**src/rtl/dual_pwm_pkg.sv**
```systemverilog
package dual_pwm_pkg;
  localparam int NCH    = 2;
  localparam int PSC_W  = 6;
  localparam int DATA_W = 8;

  // divide ratios 2, 8, 32, 64 expressed as terminal counts
  function automatic logic [PSC_W-1:0] psc_lim(input logic [1:0] sel);
    case (sel)
      2'd0:    return PSC_W'(1);
      2'd1:    return PSC_W'(7);
      2'd2:    return PSC_W'(31);
      default: return PSC_W'(63);
    endcase
  endfunction
endpackage

```
**src/rtl/pwm_prescaler.sv**
```systemverilog
module pwm_prescaler
  import dual_pwm_pkg::*;
(
  input  logic       clk,
  input  logic       rst_n,
  input  logic       en,
  input  logic [1:0] sel,
  output logic       tick
);
  logic [PSC_W-1:0] cnt_q, cnt_d;

  always_comb begin
    tick  = en && (cnt_q >= psc_lim(sel));
    cnt_d = cnt_q;
    if (en) cnt_d = tick ? '0 : cnt_q + 1'b1;
  end

  always_ff @(posedge clk or negedge rst_n) begin
    if (!rst_n) cnt_q <= '0;
    else        cnt_q <= cnt_d;
  end
endmodule

```
**src/rtl/pwm_channel.sv**
```systemverilog
module pwm_channel
  import dual_pwm_pkg::*;
#(
  parameter int CNT_W = 10,
  parameter int PER_W = 8
) (
  input  logic             clk,
  input  logic             rst_n,
  input  logic             ten,
  input  logic [1:0]       psel,
  input  logic [PER_W-1:0] period,
  input  logic [CNT_W-1:0] duty,
  input  logic             clr,
  output logic             out,
  output logic             flag,
  output logic [CNT_W-1:0] dlat,
  output logic [CNT_W-1:0] tmr,
  output logic             tick,
  output logic             match
);
  logic [CNT_W-1:0] tmr_q, tmr_d, lat_q, lat_d, per_ext, tmr_inc;
  logic             out_q, out_d, flg_q, flg_d;

  pwm_prescaler u_psc (
    .clk  (clk),
    .rst_n(rst_n),
    .en   (ten),
    .sel  (psel),
    .tick (tick)
  );

  always_comb begin
    per_ext = {{(CNT_W-PER_W){1'b0}}, period};
    tmr_inc = tmr_q + 1'b1;
    match   = tick && (tmr_q == per_ext);
    tmr_d   = tmr_q;
    lat_d   = lat_q;
    out_d   = out_q;
    flg_d   = flg_q & ~clr;
    if (match) begin
      tmr_d = '0;
      lat_d = duty;
      out_d = (duty != '0);
      flg_d = 1'b1;
    end else if (tick) begin
      tmr_d = tmr_inc;
      if ((tmr_inc == lat_q) && (lat_q < per_ext)) out_d = 1'b0;
    end
  end

  always_ff @(posedge clk or negedge rst_n) begin
    if (!rst_n) begin
      tmr_q <= '0;
      lat_q <= '0;
      out_q <= 1'b0;
      flg_q <= 1'b0;
    end else begin
      tmr_q <= tmr_d;
      lat_q <= lat_d;
      out_q <= out_d;
      flg_q <= flg_d;
    end
  end

  assign out  = out_q;
  assign flag = flg_q;
  assign dlat = lat_q;
  assign tmr  = tmr_q;
endmodule

```
**src/rtl/dual_pwm.sv**
```systemverilog
module dual_pwm
  import dual_pwm_pkg::*;
#(
  parameter int CNT_W  = 10,
  parameter int PER_W  = 8,
  parameter int ADDR_W = 3
) (
  input  logic                  clk,
  input  logic                  rst_n,
  input  logic                  wr_en,
  input  logic [ADDR_W-1:0]     wr_addr,
  input  logic [DATA_W-1:0]     wr_data,
  input  logic [NCH-1:0]        irq_clr,
  output logic [NCH-1:0]        pwm_o,
  output logic [NCH-1:0]        pwm_oe,
  output logic [NCH-1:0]        irq_flag,
  output logic [NCH*CNT_W-1:0]  dlat_o
);
  localparam int HI_W = CNT_W - DATA_W;

  logic [DATA_W-1:0]                ctrl_q, ctrl_d;
  logic [NCH-1:0][PER_W-1:0]        per_q, per_d;
  logic [NCH-1:0][CNT_W-1:0]        dut_q, dut_d;
  logic [NCH-1:0]                   ten_v, pen_v, out_v, tick_v, match_v;
  logic [NCH-1:0][CNT_W-1:0]        tmr_v;

  always_comb begin
    ctrl_d = ctrl_q;
    per_d  = per_q;
    dut_d  = dut_q;
    if (wr_en) begin
      if (wr_addr == '0) ctrl_d = wr_data;
      for (int c = 0; c < NCH; c++) begin
        if (wr_addr == ADDR_W'(1 + 3*c)) per_d[c] = wr_data[PER_W-1:0];
        if (wr_addr == ADDR_W'(2 + 3*c)) dut_d[c][DATA_W-1:0] = wr_data;
        if (wr_addr == ADDR_W'(3 + 3*c)) dut_d[c][CNT_W-1:DATA_W] = wr_data[HI_W-1:0];
      end
    end
  end

  always_ff @(posedge clk or negedge rst_n) begin
    if (!rst_n) begin
      ctrl_q <= '0;
      per_q  <= '0;
      dut_q  <= '0;
    end else begin
      ctrl_q <= ctrl_d;
      per_q  <= per_d;
      dut_q  <= dut_d;
    end
  end

  for (genvar c = 0; c < NCH; c++) begin : g_ch
    assign ten_v[c] = ctrl_q[c];
    assign pen_v[c] = ctrl_q[NCH + c];

    pwm_channel #(.CNT_W(CNT_W), .PER_W(PER_W)) u_ch (
      .clk   (clk),
      .rst_n (rst_n),
      .ten   (ten_v[c]),
      .psel  (ctrl_q[2*NCH + 2*c +: 2]),
      .period(per_q[c]),
      .duty  (dut_q[c]),
      .clr   (irq_clr[c]),
      .out   (out_v[c]),
      .flag  (irq_flag[c]),
      .dlat  (dlat_o[c*CNT_W +: CNT_W]),
      .tmr   (tmr_v[c]),
      .tick  (tick_v[c]),
      .match (match_v[c])
    );

    assign pwm_o[c]  = out_v[c] & pen_v[c];
    assign pwm_oe[c] = pen_v[c];
  end
endmodule

```
**config.mk**
```make
export PLATFORM = sky130hd
export DESIGN_NAME = dual_pwm
export DESIGN_NICKNAME = d
export VERILOG_FILES = /design/src/rtl/dual_pwm_pkg.sv /design/src/rtl/pwm_prescaler.sv /design/src/rtl/pwm_channel.sv /design/src/rtl/dual_pwm.sv
export SDC_FILE = /design/constraint.sdc
export NUM_CORES = 1
export LEC_CHECK = 0
export ABC_CLOCK_PERIOD_IN_PS = 3000
export BUFFER_PORTS_ARGS = -buffer_cell sky130_fd_sc_hd__buf_4
export CAP_MARGIN = 20
export CELL_PAD_IN_SITES_DETAIL_PLACEMENT = 0
export CELL_PAD_IN_SITES_GLOBAL_PLACEMENT = 1
export CORE_ASPECT_RATIO = 1.75
export CORE_MARGIN = 2
export CORE_UTILIZATION = 48
export DETAILED_ROUTE_END_ITERATION = 8
export PLACE_DENSITY_LB_ADDON = 0.1
export SLEW_MARGIN = 0
export SYNTH_ARGS = -nofsm -noshare
export SYNTH_HDL_FRONTEND = slang
export SYNTH_SLANG_ARGS = --single-unit
```
**constraint.sdc**
```tcl
create_clock -name clk -period 3 [get_ports clk]
set_clock_uncertainty 0.1 [all_clocks]
set_input_delay 0 -clock clk [delete_from_list [all_inputs] [get_ports clk]]
set_output_delay 0 -clock clk [all_outputs]
set_load 0.02 [all_outputs]
```
==> run_results.csv <==
group,metric,value,unit
global_routing,grt_pass1_vias,4594,
clock_tree,clkSlewWorstSetupHoldPaths,0.07,ns
clock_tree,htree_num_levels,3,
placed_design,placedInstanceArea,0.00602,mm²
worst_hold_path,hold_path_end,"dut_q[8]",
setup_path,required,3.11,ns
worst_hold_path,min-delay-start,"wr_addr[2]",
final_layout,area_growth,14.8,%
logic_synthesis,synth-seq-cells,100,
die,floorplan.die.height,147,µm
global_routing,globalRouteMet1Util,26.2,%
detailed_routing,drt_pass1_iterations,5,
timing,timing_hold_violations_final,0,
timing,report.final.slew_viol_count,0,
final_layout,mostFrequentLayoutCell,"sky130_fd_sc_hd__dfrtp_1",
global_routing,met3_usage_in_global_routing,3.20,%
setup_path,r2r_start,"g_ch[0].u_ch.dlat[7]",
final_layout,layout.area.seq,0.00250,mm²
global_routing,global_route.peak_usage_layer,"met2",
worst_hold_path,min_path_type,"input pin to flip-flop",
timing,max_slew_margin,47.6,%
worst_hold_path,min_path_cells,3,
clock_tree,clock_path_buffers,2,
setup_path,crit-reg2reg-capture,"g_ch[0].u_ch.out",
setup_path,cp.buffers_inverters,0,
setup_path,critical-path-top-delay-family,"compound AO/OA/AOI/OAI gates",
logic_synthesis,netlist_instances,552,
detailed_routing,avgViaCountPerCell,5.77,
final_layout,most-common-layout-cells,"sky130_fd_sc_hd__dfrtp_1 (100), sky130_fd_sc_hd__o21ai_0 (59), sky130_fd_sc_hd__buf_4 (52), sky130_fd_sc_hd__mux2_2 (51), sky130_fd_sc_hd__nand2_1 (42)",
setup_path,crit_chain,"ha_1 -> a2111oi_0 -> nand3_1 -> a221o_1 -> or4_4 -> nor4_2 -> o22ai_1",
clock_tree,inserted_clock_buffers,9,
logic_synthesis,net_count_after_synthesis,592,
setup_path,setup.worst_path.class,"flip-flop to flip-flop",
placed_design,placer_congestion,0.880,
die,io-pin-count,42,
setup_path,r2r_setup_slack,0.32,ns
clock_tree,postCtsSetupRepairBufs,0,
power_and_ir_drop,leakage,2.86,nW
logic_synthesis,netlist-cell-type-count,55,
run,cap_viol_max_count,0,
detailed_routing,drt_iter0_markers,145,
final_layout,drive_above_1_share,22.1,%
timing,timing.final.crit_period,2.68,ns
setup_path,timing.critical_path.slowest_cell_delay,0.51,ns
setup_path,worst_setup_path_start_kind,"flip-flop",
clock_tree,cts.root.buffer_cell,"sky130_fd_sc_hd__clkbuf_16",
final_layout,layout_filler_cell_count,1072,
placed_design,port_buffers,41,
die,placeableCoreArea,0.0115,mm²
setup_path,slowest_stage,"sky130_fd_sc_hd__or4_4",
final_layout,multiInputGateArea,0.00285,mm²
global_routing,antenna_found_initial,0,
timing,timing.fmax,0.373,GHz
final_layout,design.final.nets,637,
detailed_routing,routed_wire_length_per_instance,19.2,µm
power_and_ir_drop,design_power_total,4.31,mW
global_routing,grt_start_max_net_pins,52,
clock_tree,clock_sink_count,100,
placed_design,detailed_placement_hpwl,10800,µm
setup_path,cp.arrival,2.80,ns
die,floorplan.initialDensity,48.8,%
setup_path,worst_setup_path_end_kind,"flip-flop",
die,dieArea,0.0126,mm²
die,num_rows,52,
detailed_routing,drc_markers,0,
global_routing,global_routing_usage_summed_across_all_routing_layers,24.1,%
power_and_ir_drop,pwr_density_cell,670,mW/mm²
timing,finalSetupTns,0,ns
timing,final-setup-viol-count,0,
detailed_routing,antenna_violating_nets_post_route,0,
global_routing,grt_first_pass_wirelength,23500,µm
logic_synthesis,dominantRegCellSynth,"sky130_fd_sc_hd__dfrtp_1",
logic_synthesis,average_instance_area_after_synthesis,10.1,µm²
logic_synthesis,yosysWarningCount,0,
detailed_routing,dr_total_vias,4248,
logic_synthesis,syn-cell-area,0.00559,mm²
global_routing,globalRoute.totalOverflow,0,
logic_synthesis,synth-edff-count,0,
timing,rsz0062_at_grt,"false",
setup_path,depth_of_the_most_critical_reg_to_reg_path,7,
run_status,status,"finished clean",
final_layout,antennaDiodeCount,0,
logic_synthesis,synth-async-reset-ratio,100,%
detailed_routing,routed_wl,14200,µm
timing,tightestPinTransition,0.782,ns
timing,final.period_utilization,89.5,%
setup_path,critical_path_peak_fanout,7,
logic_synthesis,sequential_element_share_of_the_synthesized_area,44.7,%
clock_tree,tritoncts,"done",
global_routing,global_route.usage.met2,44.9,%
die,die_w,85.6,µm
power_and_ir_drop,worst_voltage_drop_across_the_vdd_grid,0.000357,V
final_layout,stdcell_area,0.00642,mm²
clock_tree,clock_latency,0.34,ns
## synth_stat cells, types with 2 or more instances
cell | number | area (µm²)
sky130_fd_sc_hd__buf_4 | 7 | 52.6
sky130_fd_sc_hd__nand4_1 | 6 | 37.5
sky130_fd_sc_hd__mux2_2 | 51 | 574
sky130_fd_sc_hd__dfrtp_1 | 100 | 2500
sky130_fd_sc_hd__a2111oi_0 | 3 | 26.3
sky130_fd_sc_hd__buf_2 | 4 | 20.0
sky130_fd_sc_hd__clkbuf_1 | 14 | 52.6
sky130_fd_sc_hd__o31ai_1 | 11 | 82.6
sky130_fd_sc_hd__nand2b_1 | 11 | 68.8
sky130_fd_sc_hd__nor2_1 | 28 | 105
sky130_fd_sc_hd__buf_1 | 3 | 11.3
sky130_fd_sc_hd__inv_1 | 23 | 86.3
sky130_fd_sc_hd__ha_1 | 24 | 300
sky130_fd_sc_hd__or2_2 | 2 | 12.5
sky130_fd_sc_hd__xnor2_1 | 30 | 263
sky130_fd_sc_hd__a211oi_1 | 4 | 30.0
sky130_fd_sc_hd__nand4b_1 | 3 | 26.3
sky130_fd_sc_hd__nand3_1 | 19 | 95.1
sky130_fd_sc_hd__o22ai_1 | 5 | 31.3
sky130_fd_sc_hd__or3_1 | 4 | 25.0
sky130_fd_sc_hd__nand2_1 | 42 | 158
sky130_fd_sc_hd__nor4_1 | 3 | 18.8
sky130_fd_sc_hd__nor3_1 | 9 | 45.0
sky130_fd_sc_hd__o221a_2 | 3 | 33.8
sky130_fd_sc_hd__and3_1 | 7 | 43.8
sky130_fd_sc_hd__mux2i_1 | 5 | 50.1
sky130_fd_sc_hd__nor3b_1 | 4 | 30.0
sky130_fd_sc_hd__a31oi_1 | 3 | 18.8
sky130_fd_sc_hd__xor2_1 | 14 | 123
sky130_fd_sc_hd__a21o_1 | 3 | 22.5
sky130_fd_sc_hd__o21ai_0 | 59 | 295
sky130_fd_sc_hd__nor2b_1 | 4 | 25.0
sky130_fd_sc_hd__or4_1 | 2 | 15.0
sky130_fd_sc_hd__o41ai_1 | 3 | 26.3
sky130_fd_sc_hd__and2_1 | 4 | 25.0
sky130_fd_sc_hd__a21oi_1 | 16 | 80.1
## power by group
group | internal [mW] | switching [mW]
registers | 1.60 | 0.336
clock network | 0.648 | 0.525
logic | 0.566 | 0.631
## worst register-to-register path: stages (launching register included)
cell and delay (ns):
sky130_fd_sc_hd__dfrtp_1 0.47, sky130_fd_sc_hd__ha_1 0.34, sky130_fd_sc_hd__a2111oi_0 0.46, sky130_fd_sc_hd__nand3_1 0.14
sky130_fd_sc_hd__a221o_1 0.30, sky130_fd_sc_hd__or4_4 0.51, sky130_fd_sc_hd__nor4_2 0.14, sky130_fd_sc_hd__o22ai_1 0.10
## registers in the layout, indices dropped and copies added, names as in the netlist
register and count:
ctrl_q 8, per_q 16, dut_q 20, g_ch.u_ch.flag 2
g_ch.u_ch.out 2, g_ch.u_ch.tmr 20, g_ch.u_ch.dlat 20, g_ch.u_ch.u_psc.cnt_q 12
## what timing repair did
item	CTS	global route
hold buffers	11	0
resized for setup	0	0
hold endpoints to repair	95	0
## per-stage QoR
step                worst slack [ns]  instances  hold WS, ns  util (%)
global placement               0.414        710      -0.0180      52.6
finish                         0.315        736       0.0157      56.1
global route                   0.173        736       0.0260      56.1
CTS                            0.287        736      0.00253      56.1
detailed placement             0.312        710      -0.0137      52.6
floorplan                      0.521        552       -0.396         -
## cell type report
type / instances / area share (%)
multi-input cells: 399 / 44.4
flip-flops and latches: 100 / 39.0
repair buffers: 64 / 8.11
clock buffers: 10 / 3.57
well taps: 135 / 2.63
inverters: 23 / 1.34
clock inverters: 5 / 0.974
## cells by family after synthesis
logic type / Yosys count / synth area share [%]
simple gates: 156 / 14.5
compound gates: 119 / 13.0
flops: 100 / 44.7
mux: 56 / 11.2
buf+inv: 53 / 4.27
xor+xnor: 44 / 6.89
fa+ha+maj: 24 / 5.37
## worst max-delay path by stage
stage                          from                    to  slack [ns]  cells past startpoint
6_report       g_ch[0].u_ch.dlat[7]      g_ch[0].u_ch.out        0.32                      7
5_1_grt        g_ch[0].u_ch.dlat[7]      g_ch[0].u_ch.out        0.17                      7
4_1_cts        g_ch[0].u_ch.dlat[7]      g_ch[0].u_ch.out        0.29                      7
3_5_place_dp   g_ch[0].u_ch.dlat[7]      g_ch[0].u_ch.out        0.31                      7
3_3_place_gp              ctrl_q[7]  g_ch[1].u_ch.dlat[2]        0.41                      8
2_1_floorplan  g_ch[0].u_ch.dlat[7]      g_ch[0].u_ch.out        0.52                      7
## layer usage
layer,up-vias,share of wire (%)
li1,2047,-
met5,-,0
met2,79,56
met1,2082,38
met3,40,2.1
met4,0,4.5
Note: power is estimated with default switching activity, not from simulation.
